### config.mk
export PLATFORM = sky130hd
export DESIGN_NAME = dram_dehash
export DESIGN_NICKNAME = d
export VERILOG_FILES = /design/src/rtl/dehash_pkg.sv /design/src/rtl/dehash_cfg_regs.sv /design/src/rtl/dehash_parity_term.sv /design/src/rtl/dram_dehash.sv
export SDC_FILE = /design/constraint.sdc
export NUM_CORES = 1
export LEC_CHECK = 0
export BUFFER_PORTS_ARGS = -buffer_cell sky130_fd_sc_hd__buf_2
export CAP_MARGIN = 20
export CORE_ASPECT_RATIO = 2
export CORE_MARGIN = 1.5
export CORE_UTILIZATION = 40
export CTS_BUF_LIST = sky130_fd_sc_hd__clkbuf_4 sky130_fd_sc_hd__clkbuf_8
export CTS_CLUSTER_DIAMETER = 30
export DETAILED_ROUTE_END_ITERATION = 8
export GPL_ROUTABILITY_DRIVEN = 0
export PLACE_DENSITY = 0.59
export SYNTH_ARGS = -nofsm -noshare
export SYNTH_HDL_FRONTEND = slang
export SYNTH_SLANG_ARGS = --single-unit
### constraint.sdc
create_clock -name clk -period 3.05 [get_ports clk]
set_input_delay 0.305 -clock clk [delete_from_list [all_inputs] [get_ports clk]]
set_output_delay 0.305 -clock clk [all_outputs]
set_load 0.1 [all_outputs]
### src/rtl/dehash_pkg.sv
package dehash_pkg;
   // default field widths of the reported error address
   localparam int DEF_COL_W      = 5;
   localparam int DEF_BANK_W     = 4;
   localparam int DEF_ROW_W      = 15;
   localparam int DEF_SID_W      = 2;
   // config word geometry
   localparam int DEF_CFG_DW     = 32;
   localparam int DEF_CFG_AW     = 3;
   localparam int DEF_COL_MASK_W = 13;
   localparam int DEF_ROW_MASK_W = 18;

   // role of a config word index, derived from the bank count
   typedef enum logic [1:0] {
      WORD_BANK,
      WORD_PC,
      WORD_PCX,
      WORD_NONE
   } word_role_e;

   function automatic word_role_e role_of(input int idx, input int bank_w);
      if (idx < bank_w)       return WORD_BANK;
      if (idx == bank_w)      return WORD_PC;
      if (idx == bank_w + 1)  return WORD_PCX;
      return WORD_NONE;
   endfunction
endpackage

### src/rtl/dehash_cfg_regs.sv
module dehash_cfg_regs
   import dehash_pkg::*;
#(
   parameter int BANK_W = DEF_BANK_W,
   parameter int SID_W  = DEF_SID_W,
   parameter int CFG_AW = DEF_CFG_AW,
   parameter int CFG_DW = DEF_CFG_DW
) (
   input  logic                           clk,
   input  logic                           rst_n,
   input  logic                           we,
   input  logic [CFG_AW-1:0]              addr,
   input  logic [CFG_DW-1:0]              wdata,
   output logic [BANK_W-1:0][CFG_DW-1:0]  bank_words,
   output logic [CFG_DW-1:0]              pc_word,
   output logic [BANK_W+SID_W-1:0]        pcx_mask
);
   localparam int PCX_W   = BANK_W + SID_W;
   localparam int N_WORDS = BANK_W + 2;

   if ((1 << CFG_AW) < N_WORDS) begin : g_bad_aw
      $error("dehash_cfg_regs: CFG_AW too small for %0d words", N_WORDS);
   end
   if (PCX_W > CFG_DW) begin : g_bad_pcx
      $error("dehash_cfg_regs: bank XOR mask wider than a config word");
   end

   for (genvar g = 0; g < BANK_W; g++) begin : g_bank
      logic [CFG_DW-1:0] word_q;
      always_ff @(posedge clk or negedge rst_n) begin
         if (!rst_n)
            word_q <= '0;
         else if (we && (addr == CFG_AW'(g)))
            word_q <= wdata;
      end
      assign bank_words[g] = word_q;
   end

   always_ff @(posedge clk or negedge rst_n) begin
      if (!rst_n)
         pc_word <= '0;
      else if (we && (addr == CFG_AW'(BANK_W)))
         pc_word <= wdata;
   end

   always_ff @(posedge clk or negedge rst_n) begin
      if (!rst_n)
         pcx_mask <= '0;
      else if (we && (addr == CFG_AW'(BANK_W + 1)))
         pcx_mask <= wdata[PCX_W-1:0];
   end
endmodule

### src/rtl/dehash_parity_term.sv
module dehash_parity_term
   import dehash_pkg::*;
#(
   parameter int COL_W      = DEF_COL_W,
   parameter int ROW_W      = DEF_ROW_W,
   parameter int COL_MASK_W = DEF_COL_MASK_W,
   parameter int ROW_MASK_W = DEF_ROW_MASK_W,
   parameter int CFG_DW     = DEF_CFG_DW
) (
   input  logic [COL_W-1:0]  col,
   input  logic [ROW_W-1:0]  row,
   input  logic [CFG_DW-1:0] word,
   output logic              flip
);
   localparam int CM_LO = 1;
   localparam int RM_LO = CM_LO + COL_MASK_W;

   if (1 + COL_MASK_W + ROW_MASK_W != CFG_DW) begin : g_bad_layout
      $error("dehash_parity_term: enable+masks must fill the word");
   end
   if (COL_MASK_W < COL_W || ROW_MASK_W < ROW_W) begin : g_bad_mask
      $error("dehash_parity_term: mask narrower than its field");
   end

   logic                  en;
   logic [COL_MASK_W-1:0] col_mask, col_ext;
   logic [ROW_MASK_W-1:0] row_mask, row_ext;

   assign en       = word[0];
   assign col_mask = word[CM_LO +: COL_MASK_W];
   assign row_mask = word[RM_LO +: ROW_MASK_W];
   // zero-extended fields: mask bits past the field width meet zeros
   assign col_ext  = COL_MASK_W'(col);
   assign row_ext  = ROW_MASK_W'(row);

   assign flip = en & ((^(col_ext & col_mask)) ^ (^(row_ext & row_mask)));
endmodule

### src/rtl/dram_dehash.sv
module dram_dehash
   import dehash_pkg::*;
#(
   parameter int COL_W      = DEF_COL_W,
   parameter int BANK_W     = DEF_BANK_W,
   parameter int ROW_W      = DEF_ROW_W,
   parameter int SID_W      = DEF_SID_W,
   parameter int CFG_AW     = DEF_CFG_AW,
   parameter int CFG_DW     = DEF_CFG_DW,
   parameter int COL_MASK_W = DEF_COL_MASK_W,
   parameter int ROW_MASK_W = DEF_ROW_MASK_W,
   parameter int ADDR_W     = 1 + COL_W + BANK_W + ROW_W + 1 + SID_W
) (
   input  logic              clk,
   input  logic              rst_n,
   input  logic              cfg_we,
   input  logic [CFG_AW-1:0] cfg_addr,
   input  logic [CFG_DW-1:0] cfg_wdata,
   input  logic              in_valid,
   output logic              in_ready,
   input  logic [ADDR_W-1:0] in_addr,
   output logic              out_valid,
   input  logic              out_ready,
   output logic [COL_W-1:0]  out_col,
   output logic [BANK_W-1:0] out_bank,
   output logic [ROW_W-1:0]  out_row,
   output logic              out_pc,
   output logic [SID_W-1:0]  out_sid
);
   localparam int COL_LO  = 1;
   localparam int BANK_LO = COL_LO + COL_W;
   localparam int ROW_LO  = BANK_LO + BANK_W;
   localparam int PC_BIT  = ROW_LO + ROW_W;
   localparam int SID_LO  = PC_BIT + 1;
   localparam int PCX_W   = BANK_W + SID_W;

   if (SID_LO + SID_W != ADDR_W) begin : g_bad_addr
      $error("dram_dehash: ADDR_W does not match the field widths");
   end
   if (role_of(BANK_W + 2, BANK_W) != WORD_NONE) begin : g_bad_role
      $error("dram_dehash: word role decode inconsistent");
   end

   // ---------------- configuration ----------------
   logic [BANK_W-1:0][CFG_DW-1:0] bank_words;
   logic [CFG_DW-1:0]             pc_word;
   logic [PCX_W-1:0]              pcx_mask;

   dehash_cfg_regs #(
      .BANK_W (BANK_W),
      .SID_W  (SID_W),
      .CFG_AW (CFG_AW),
      .CFG_DW (CFG_DW)
   ) u_cfg (
      .clk        (clk),
      .rst_n      (rst_n),
      .we         (cfg_we),
      .addr       (cfg_addr),
      .wdata      (cfg_wdata),
      .bank_words (bank_words),
      .pc_word    (pc_word),
      .pcx_mask   (pcx_mask)
   );

   // ---------------- field split ----------------
   logic [COL_W-1:0]  col_raw;
   logic [BANK_W-1:0] bank_raw;
   logic [ROW_W-1:0]  row_raw;
   logic              pc_raw;
   logic [SID_W-1:0]  sid_raw;
   logic              unused_zero_lsb;

   assign col_raw         = in_addr[COL_LO  +: COL_W];
   assign bank_raw        = in_addr[BANK_LO +: BANK_W];
   assign row_raw         = in_addr[ROW_LO  +: ROW_W];
   assign pc_raw          = in_addr[PC_BIT];
   assign sid_raw         = in_addr[SID_LO  +: SID_W];
   assign unused_zero_lsb = in_addr[0];

   // ---------------- bank de-hash ----------------
   logic [BANK_W-1:0] bank_flip;
   logic [BANK_W-1:0] bank_fix;

   for (genvar b = 0; b < BANK_W; b++) begin : g_bank_hash
      dehash_parity_term #(
         .COL_W      (COL_W),
         .ROW_W      (ROW_W),
         .COL_MASK_W (COL_MASK_W),
         .ROW_MASK_W (ROW_MASK_W),
         .CFG_DW     (CFG_DW)
      ) u_term (
         .col  (col_raw),
         .row  (row_raw),
         .word (bank_words[b]),
         .flip (bank_flip[b])
      );
   end

   assign bank_fix = bank_raw ^ bank_flip;

   // ---------------- pseudochannel de-hash (uses corrected bank) ----------------
   logic             pc_cr_flip;
   logic [PCX_W-1:0] pc_vec;
   logic             pc_bx_flip;
   logic             pc_fix;

   dehash_parity_term #(
      .COL_W      (COL_W),
      .ROW_W      (ROW_W),
      .COL_MASK_W (COL_MASK_W),
      .ROW_MASK_W (ROW_MASK_W),
      .CFG_DW     (CFG_DW)
   ) u_pc_term (
      .col  (col_raw),
      .row  (row_raw),
      .word (pc_word),
      .flip (pc_cr_flip)
   );

   assign pc_vec     = {sid_raw, bank_fix};
   assign pc_bx_flip = pc_word[0] & (^(pc_vec & pcx_mask));
   assign pc_fix     = pc_raw ^ pc_cr_flip ^ pc_bx_flip;

   // ---------------- output stage ----------------
   logic accept;

   assign in_ready = !out_valid || out_ready;
   assign accept   = in_valid && in_ready;

   always_ff @(posedge clk or negedge rst_n) begin
      if (!rst_n) begin
         out_valid <= 1'b0;
      end else if (accept) begin
         out_valid <= 1'b1;
      end else if (out_ready) begin
         out_valid <= 1'b0;
      end
   end

   always_ff @(posedge clk or negedge rst_n) begin
      if (!rst_n) begin
         out_col  <= '0;
         out_bank <= '0;
         out_row  <= '0;
         out_pc   <= 1'b0;
         out_sid  <= '0;
      end else if (accept) begin
         out_col  <= col_raw;
         out_bank <= bank_fix;
         out_row  <= row_raw;
         out_pc   <= pc_fix;
         out_sid  <= sid_raw;
      end
   end
endmodule

# After elaboration in Yosys (flattened, before gate mapping)
# Index checks and enable logic that the tools add are counted.
# word_totals
reg_bits,194
latch_bits,0
mem_bits_rw,0
mem_bits_ro,0
input_bits,68
output_inout_bits,29
elab_cells,66
n_memories,0
# classes
add_sub_neg,0
n_mul,0
n_div,0
n_lt_le_gt_ge,0
n_eq_ne,5
n_shift,0
mux,2
bitwise_logic,25
n_reduce_logical,22
# ops
op,count
bitwise AND 15 x 18 -> 18 bit,5
parity 18 bit,5
bitwise AND 5 x 13 -> 13 bit,5
parity 13 bit,5
logical AND 1 bit,7
bitwise XOR 1 bit,7
bitwise AND 1 bit,6
bitwise AND 6 bit,1
"equality test 3 x 2 -> 1 bit, second input constant",2
"equality test 3 bit, second input constant",2
parity 6 bit,1
bitwise XOR 4 bit,1
"equality test 3 x 1 -> 1 bit, second input constant",1
logical NOT 3 bit,1
two-way mux 1 bit,2
nonzero test 2 bit,1
logical NOT 1 bit,1
logical OR 1 bit,1

# Depth between registers and ports, before layout
# Gate-level depths: netlist of run 1.
# logic_depth
depth_word,9
mapped_depth,11
ltp_nobuf,11

# Hierarchy
# Synthesis of run 1 repeated with hierarchy kept, for this count alone.
# hier_totals
hier_cells,635
area_unflattened_um2,8705.8
# by_module_without_submodules
module,n_inst,cells_each,area_each_um2,seq_area_each_um2
dehash_cfg_regs,1,357,6271.0,4154.0
dehash_parity_term,5,39,252.7,0.0
dram_dehash,1,83,1171.1,700.7

# Worst setup path after synthesis of run 1
# No wires, ideal clock.
# synth_timing
path_type,register -> register
from,reg out_valid
to,reg out_col[4]
setup_ns,0.126
arrival_ns,3.017
t_required_ns,2.924
path_slack_ns,-0.093
path_stages_with_launch,5
n_path_buf,1
synth_period_minus_slack_ns,3.143
cell_sequence,dfrtp_1 > nand2b_1 > nand2_1 > clkbuf_1 > mux2_2
# synth_via
elab_chain_cells,3
# synth_rtl
item,line,text
from (decl),dram_dehash.sv:22,"output logic out_valid,"
from (signal assigned),dram_dehash.sv:132,out_valid <= 1'b0;
from (signal assigned),dram_dehash.sv:134,out_valid <= 1'b1;
from (signal assigned),dram_dehash.sv:136,out_valid <= 1'b0;
logical NOT 1 bit,dram_dehash.sv:127,assign in_ready = !out_valid || out_ready;
logical OR 1 bit,dram_dehash.sv:127,
via in_ready,dram_dehash.sv:20,"output logic in_ready,"
logical AND 1 bit,dram_dehash.sv:128,assign accept = in_valid && in_ready;
to (signal assigned),dram_dehash.sv:148,out_col <= col_raw;
to (decl),dram_dehash.sv:24,"output logic [COL_W-1:0] out_col,"
# The timed path passes the listed nets, and every way through them passes these cells.
# A chain may end at the register's enable or synchronous reset.

# Final worst setup path of run 1
# layout_timing
from,reg u_cfg.g_bank[3].word_q[15]
to,reg out_pc
# layout_via
elab_chain_cells,9
# layout_rtl
item,line,text
from (decl),dehash_cfg_regs.sv:29,logic [CFG_DW-1:0] word_q;
from (signal assigned),dehash_cfg_regs.sv:34,word_q <= wdata;
bitwise AND 15 x 18 -> 18 bit,dehash_parity_term.sv:36,assign flip = en & ((^(col_ext & col_mask)) ^ (^(row_ext & row_mask)));
parity 18 bit,dehash_parity_term.sv:36,
bitwise XOR 1 bit,dehash_parity_term.sv:36,
bitwise AND 1 bit,dehash_parity_term.sv:36,
bitwise XOR 4 bit,dram_dehash.sv:99,assign bank_fix = bank_raw ^ bank_flip;
bitwise AND 6 bit,dram_dehash.sv:121,assign pc_bx_flip = pc_word[0] & (^(pc_vec & pcx_mask));
parity 6 bit,dram_dehash.sv:121,
bitwise AND 1 bit,dram_dehash.sv:121,
bitwise XOR 1 bit,dram_dehash.sv:122,assign pc_fix = pc_raw ^ pc_cr_flip ^ pc_bx_flip;
to (signal assigned),dram_dehash.sv:151,out_pc <= pc_fix;
to (decl),dram_dehash.sv:27,"output logic out_pc,"
# No other way between the ends.

==> metrics.md, run 1 <==
| Metric | Value |
|---|---|
| Status | `finished clean` |
| Initial Util | `40.8%` |
| IO Port Bufs | `84` |
| Post-CTS setup buffers | `0` |
| Die X | `93.9 um` |
| Antenna violations before repair | `1` |
| # rows | `66` |
| Netlist Area Pre-Place | `6610 um2` |
| Crit path cell chain | `nand2_1 -> xor2_1 -> xnor2_1 -> xnor3_2 -> xnor2_1 -> o21a_1 -> o21ai_1 -> xnor3_1 -> xnor2_1 -> or3_1 -> a31oi_1` |
| Dpl ws | `-7.45 ps` |
| Worst-skew pair later-pin latency | `460 ps` |
| CTS tree | `built` |
| Reg-to-reg startpoint | `u_cfg.g_bank[3].word_q[15]$_DFFE_PN0P_` |
| RSZ-0062 raised after global routing | `false` |
| Min-delay src | `in_valid` |
| Placed cell count | `829` |
| Max-cap violations | `0` |
| Top cells by area, synth | `dfrtp_1 (53%), mux2_2 (22%), xnor2_1 (8.3%), nand2_1 (6.2%), xor2_1 (3.0%)` |
| Dpl cell area | `7440 um2` |
| Post-DR vias/cell | `4.93` |
| Reg2Reg Depth | `11` |
| Setup violators final | `0` |
| CTS H-tree depth | `4` |
| RR Endpoint | `out_pc$_DFFE_PN0P_` |
| Largest net degree at the start of global routing | `85` |
| Cts bufs inserted | `17` |
| Fin. max-slew vios | `0` |
| Main flop type after synthesis | `dfrtp_1` |
| Clk buf depth | `2` |
| Worst Tran Pin Value | `814 ps` |
| Final non-filler cell area | `7930 um2` |
| Most numerous cell in the Yosys netlist | `dfrtp_1` |
| Overall power | `6970 uW` |
| Clock Pin Slew Worst Setup and Hold Paths | `90 ps` |
| Fin crit period | `2910 ps` |
| Hold Path End | `out_valid$_DFFE_PN0P_` |
| CTS Sinks | `139` |
| Final wirelength | `15800 um` |
| Maximum VDD drop | `318 uV` |
| Setup Skew | `15.4 ps` |
| Final Instance Count excl. Fillers | `863` |
| DR iter-0 viols | `235` |
| Antenna-violating nets left | `0` |
| R2r setup slk | `140 ps` |
| I/O pin cnt | `97` |
| CP Launch Type | `register` |
| WP data required | `3430 ps` |
| Share of the synthesized area in the top cell type | `52.6%` |
| Sequential area share after synthesis | `52.6%` |
| GRT Util Overall | `19.7%` |
| Pwr dens | `880 nW/um2` |
| Worst slew margin | `45.7%` |
| Detail Placement HPWL | `11600 um` |
| Total iterations of the first detailed-routing run | `4` |
| Mapped Avg Cell Area | `12.4 um2` |
| Delay-heaviest family, CP | `XOR/XNOR gates` |
| Critical Path Fanout Max | `2` |
| Hold Path Depth | `2` |
| Setup CP Type | `reg2reg` |
| CP endpoint kind | `register` |
| Cells after synthesis | `531` |
| Final setup margin | `142 ps` |
| Async set-or-reset flop fraction in the synthesized netlist | `100%` |
| Filler cells | `1549` |
| Vias in the first global route | `4473` |
| Clk root buf | `clkbuf_8` |
| First-pass GRT wire length | `24600 um` |
| Max incr delay on CP | `500 ps` |
| WL/cell | `18.3 um` |
| P_leak | `0.00350 uW` |
| Synth cell types | `30` |
| Synth area leader | `dfrtp_1` |
| CP max-delay cell | `xnor3_2` |
| Flops & latches, synth | `139` |
| Synth-to-Final Area Change | `20.0%` |
| Ys Warns | `0` |
| GR Overflow Total | `0` |
| Fmax | `344 MHz` |
| Final core utilization | `49.0%` |
| Final net count | `713` |
| DR vias | `4251` |
| Die H | `185 um` |
| Total die area | `17300 um2` |
| CP dominant cell by count | `xnor2_1` |
| Tcrit/Tclk final | `95.3%` |
| Layout cell share with drive strength beyond 1 | `43.6%` |
| CORE AREA | `16200 um2` |
| Post-synth EDFFs | `0` |
| Syn Nets | `599` |
| Worst min-delay path class | `in2reg` |
| Residual DRC | `0` |
| Synth cell count leaders | `dfrtp_1 (139), mux2_2 (129), nand2_1 (110)` |
| Worst path bufs/invs | `0` |
| Critical Path AT | `3280 ps` |
| Hold Vio Cnt, Final | `0` |
[layer usage]
| metal | GRT usage [%] | vias up | part of all wire [%] | routed length [um] |
|---|---|---|---|---|
| li1 | - | 2010 | - | - |
| met1 | 21.7 | 2137 | 38 | 5980 |
| met2 | 36.8 | 78 | 57 | 8980 |
| met3 | 2.79 | 26 | 2.8 | 442 |
| met4 | 8.24 | 0 | 2.7 | 425 |
| met5 | 0 | - | 0 | 0 |
[logic make-up (layout without fill, tap and decap cells)]
group                     count (synthesis)  in the layout  synth area share, %
and+or+nand+nor                         131            131                 8.37
other                                     0              1                    0
AOI/OAI and AO/OA                        18             18                 1.67
buffers and inverters                    18            145                 1.02
muxes                                   129            129                 22.0
DFF                                     139            139                 52.6
xor gates and xnor gates                 96             96                 14.3
[worst reg2reg max path: stages, from the launching register on]
cell and delay (ps):
dfrtp_1 390, nand2_1 90, xor2_1 190, xnor2_1 160, xnor3_2 500, xnor2_1 170
o21a_1 200, o21ai_1 180, xnor3_1 340, xnor2_1 150, or3_1 300, a31oi_1 170
[per-stage QoR]
stage | TNS, ps | hold slack, ps
after floorplan | 0 | 9.41
after global placement | 0 | 426
after detailed placement | -7.45 | 422
after CTS | 0 | 53.8
after global routing | 0 | 63.2
final | 0 | 69.6
[placed cells by master, fill, tap and decap left out, drive strengths merged, types with 2 or more instances in the layout]
master,instances
inv,9
xor2,23
buf,107
nor3,3
a21boi,2
clkbuf,20
nand2b,4
nand2,113
xnor2,68
xnor3,5
o21a,2
o21ai,11
mux2,129
dfrtp,139
bufinv,4
clkinvlp,3
o31a,2
nor2,2
nor3b,3
[where the power goes]
group / leakage [uW] / total, uW / internal, uW / switching [uW]
logic: 0.00162 / 2860 / 1260 / 1590
registers: 0.00166 / 2430 / 2240 / 191
clock network: 0.000218 / 1680 / 942 / 740
total: 0.00350 / 6970 / 4450 / 2530
[how the worst max path moves through the flow]
stage,startpoint,endpoint,slack [ps],cells after the start
detailed placement,in_addr[21],out_pc$_DFFE_PN0P_,-7,12
global route,u_cfg.g_bank[3].word_q[2]$_DFFE_PN0P_,out_pc$_DFFE_PN0P_,3,11
finish,u_cfg.g_bank[3].word_q[15]$_DFFE_PN0P_,out_pc$_DFFE_PN0P_,140,11
floorplan,out_valid$_DFFE_PN0P_,out_col[4]$_DFFE_PN0P_,280,4
global placement,in_addr[15],out_pc$_DFFE_PN0P_,60,12
CTS,u_cfg.g_bank[0].word_q[19]$_DFFE_PN0P_,out_pc$_DFFE_PN0P_,60,11
[registers in the layout, indices dropped and copies added (netlist names)]
| signal | cells |
|---|---|
| out_bank | 4 |
| out_col | 5 |
| out_pc | 1 |
| out_row | 15 |
| out_sid | 2 |
| out_valid | 1 |
| u_cfg.g_bank.word_q | 84 |
| u_cfg.pc_word | 21 |
| u_cfg.pcx_mask | 6 |
[area by class of cell]
| type | instances | area, um2 | share of cell area, % |
|---|---|---|---|
| Inverter | 5 | 18.8 | 0.237 |
| Clock buffer | 20 | 263 | 3.31 |
| Multi-Input combinational cell | 374 | 3100 | 39.1 |
| Tap cell | 204 | 255 | 3.22 |
| Antenna cell | 1 | 2.50 | 0.0316 |
| Sequential cell | 139 | 3480 | 43.9 |
| Clock inverter | 12 | 186 | 2.35 |
| Timing Repair Buffer | 108 | 622 | 7.84 |
[timing repair]
action                                  4_1_cts  5_1_grt
endpoints found under the hold margin        83        0
gates resized for setup                       0        5
endpoints found under the setup margin        0        1
hold buffers                                  1        0
(Power assumes the default switching activity.)
==> run 2: changes to the inputs <==
CORE_ASPECT_RATIO = 1.5   (was 2)
==> run 2 against run 1 <==
Effect of this change: fmax increased by 1.6%; die area fell by 0.18%; critical path depth is the same; combinational power rose by 1%; clock power down 13%; wire length decreased by 2.9%; register-to-register slack improved by 50 ps; worst hold slack improved by 23 ps; largest power group unchanged.
==> metrics.md, run 2 (synthesis gave the netlist of run 1 again) <==
| Metric | Value |
|---|---|
| CTS tree | `built` |
| Clk buf depth | `2 (unchanged)` |
| Synth-to-Final Area Change | `19.5%` |
| Antenna violations before repair | `0 (-1)` |
| Clock Pin Slew Worst Setup and Hold Paths | `80 ps (about the same)` |
| IO Port Bufs | `84 (unchanged)` |
| Total die area | `17300 um2 (-0.18%)` |
| WL/cell | `17.8 um (-2.9%)` |
| Reg2Reg Depth | `11 (unchanged)` |
| CTS H-tree depth | `4 (unchanged)` |
| Worst path bufs/invs | `0 (unchanged)` |
| Residual DRC | `0 (unchanged)` |
| # rows | `57 (-14%)` |
| P_leak | `0.00350 uW (about the same)` |
| Reg-to-reg startpoint | `u_cfg.g_bank[0].word_q[23]$_DFFE_PN0P_` |
| GRT Util Overall | `19.5% (-0.18 points)` |
| I/O pin cnt | `97 (unchanged)` |
| Initial Util | `40.8% (about the same)` |
| Hold Path Depth | `2 (unchanged)` |
| Layout cell share with drive strength beyond 1 | `44.0% (+0.37 points)` |
| Filler cells | `1508 (-2.6%)` |
| Pwr dens | `861 nW/um2 (-2.1%)` |
| Total iterations of the first detailed-routing run | `4 (unchanged)` |
| CP Launch Type | `register` |
| DR iter-0 viols | `110 (-53%)` |
| CP max-delay cell | `xnor3_1` |
| Final core utilization | `48.8% (-0.20 points)` |
| Final net count | `712 (-0.14%)` |
| WP data required | `3410 ps (-20 ps)` |
| Setup CP Type | `reg2reg` |
| Post-CTS setup buffers | `0 (unchanged)` |
| Antenna-violating nets left | `0 (unchanged)` |
| CP endpoint kind | `register` |
| Clk root buf | `clkbuf_8` |
| GR Overflow Total | `0 (unchanged)` |
| Delay-heaviest family, CP | `XOR/XNOR gates` |
| Min-delay src | `in_valid` |
| Critical Path Fanout Max | `2 (unchanged)` |
| Dpl ws | `-65.8 ps (-58.4 ps)` |
| Commonest non-fill, non-tap cell in the layout | `dfrtp_1` |
| Worst slew margin | `42.8% (-2.9 points)` |
| Regs by FF count | `u_cfg.g_bank.word_q: 84 flops, u_cfg.pc_word: 21 flops, out_row: 15 flops` |
| Fin. max-slew vios | `0 (unchanged)` |
| Hold Vio Cnt, Final | `0 (unchanged)` |
| Post-DR vias/cell | `4.86 (-1.4%)` |
| Largest Register | `u_cfg.g_bank.word_q` |
| Most frequent cells in the layout | `dfrtp_1 (139), mux2_2 (129), nand2_1 (110), buf_2 (83), xnor2_1 (58)` |
| R2r setup slk | `190 ps (+50 ps)` |
| Worst-skew pair later-pin latency | `430 ps (-30 ps)` |
| Crit path cell chain | `nand2_1 -> xor2_1 -> xnor2_1 -> xnor3_1 -> xnor2_2 -> nor3b_2 -> o21ai_1 -> xnor3_1 -> xnor2_1 -> or3_1 -> a31oi_1` |
| Fmax | `350 MHz (+1.6%)` |
| Detail Placement HPWL | `11100 um (-4.0%)` |
| Setup violators final | `0 (unchanged)` |
| Placed cell count | `830 (+0.12%)` |
| Die X | `108 um (+15%)` |
| Worst min-delay path class | `in2reg` |
| CORE AREA | `16200 um2 (about the same)` |
| Tcrit/Tclk final | `93.8% (-1.5 points)` |
| Final wirelength | `15400 um (-2.9%)` |
| Die H | `160 um (-13%)` |
| Maximum VDD drop | `434 uV (+36%)` |
| Status | `finished clean` |
| Critical Path AT | `3220 ps (-60 ps)` |
| Max-cap violations | `0 (unchanged)` |
| Final setup margin | `189 ps (+46.3 ps)` |
| Hold Path End | `out_valid$_DFFE_PN0P_` |
| Setup Skew | `15.2 ps (-0.215 ps)` |
| First-pass GRT wire length | `25000 um (+1.3%)` |
| DR vias | `4193 (-1.4%)` |
| Vias in the first global route | `4600 (+2.8%)` |
| Cts bufs inserted | `17 (unchanged)` |
| CTS Sinks | `139 (unchanged)` |
| Fin crit period | `2860 ps (-46.3 ps)` |
| RR Endpoint | `out_pc$_DFFE_PN0P_` |
| Ant. Diodes | `0 (-1)` |
| RSZ-0062 raised after global routing | `false` |
| Max incr delay on CP | `450 ps (-50 ps)` |
| Largest net degree at the start of global routing | `92 (+8.2%)` |
| Worst Tran Pin Value | `859 ps (+44.2 ps)` |
| Final Instance Count excl. Fillers | `863 (unchanged)` |
| Flip-flop count of the largest register after layout | `84 (unchanged)` |
## run 2: cell types whose count changed in the layout (fill, tap and decap cells not counted), moves of 3 or more
cell,before,now
clkbuf_8,18,22
bufinv_16,4,1
clkinv_2,0,3
inv_6,4,1
xnor2_1,61,58
xnor2_2,7,10
## run 2: layer usage
layer  up-vias  global-route usage, %  share of wire (%)
met2        75                   35.3                 55
met4         0                   5.62                1.8
met3        13                   3.94                2.7
met1      2101                   22.9                 40
met5         -                      0                  0
li1       2004                      -                  -
## run 2: per-stage QoR
stage          hold WS (ps)  instance area, um2  setup TNS, ps  power, uW
2_1_floorplan          9.41                6610              0       4580
3_3_place_gp            447                7440              0       5210
3_5_place_dp            455                7440          -65.8       5290
4_1_cts                68.7                7850              0       6770
5_1_grt                 102                7900              0       7180
6_report               92.8                7900              0       6800
## run 2: worst max path at each step
| stage | start | endpoint | slack, ps | cells past startpoint |
|---|---|---|---|---|
| 2_1_floorplan | out_valid$_DFFE_PN0P_ | out_col[4]$_DFFE_PN0P_ | 280 | 4 |
| 3_3_place_gp | in_addr[23] | out_pc$_DFFE_PN0P_ | 40 | 12 |
| 3_5_place_dp | in_addr[23] | out_pc$_DFFE_PN0P_ | -70 | 12 |
| 4_1_cts | u_cfg.g_bank[0].word_q[16]$_DFFE_PN0P_ | out_pc$_DFFE_PN0P_ | 40 | 11 |
| 5_1_grt | u_cfg.g_bank[3].word_q[26]$_DFFE_PN0P_ | out_pc$_DFFE_PN0P_ | 10 | 11 |
| 6_report | u_cfg.g_bank[0].word_q[23]$_DFFE_PN0P_ | out_pc$_DFFE_PN0P_ | 190 | 11 |
## run 2: what timing repair did
item | in CTS | in global routing
gates resized for setup | 1 | 8
hold endpoints to repair | 52 | 0
pin swaps | 0 | 1
endpoints found under the setup margin | 1 | 1
hold buffers | 1 | 0
## run 2: cell type report
class	count	area, um2	area share [%]
Sequential cell	139	3480	44.1
Multi-Input combinational cell	374	3130	39.6
Timing Repair Buffer	107	614	7.78
Clock buffer	23	310	3.93
Tap cell	206	258	3.26
Clock inverter	9	86.3	1.09
Inverter	5	18.8	0.238
## run 2: power by group
group          switching (uW)  internal (uW)  total [uW]
Combinational            1590           1310        2900
Sequential                190           2240        2430
Clock                     702            764        1470
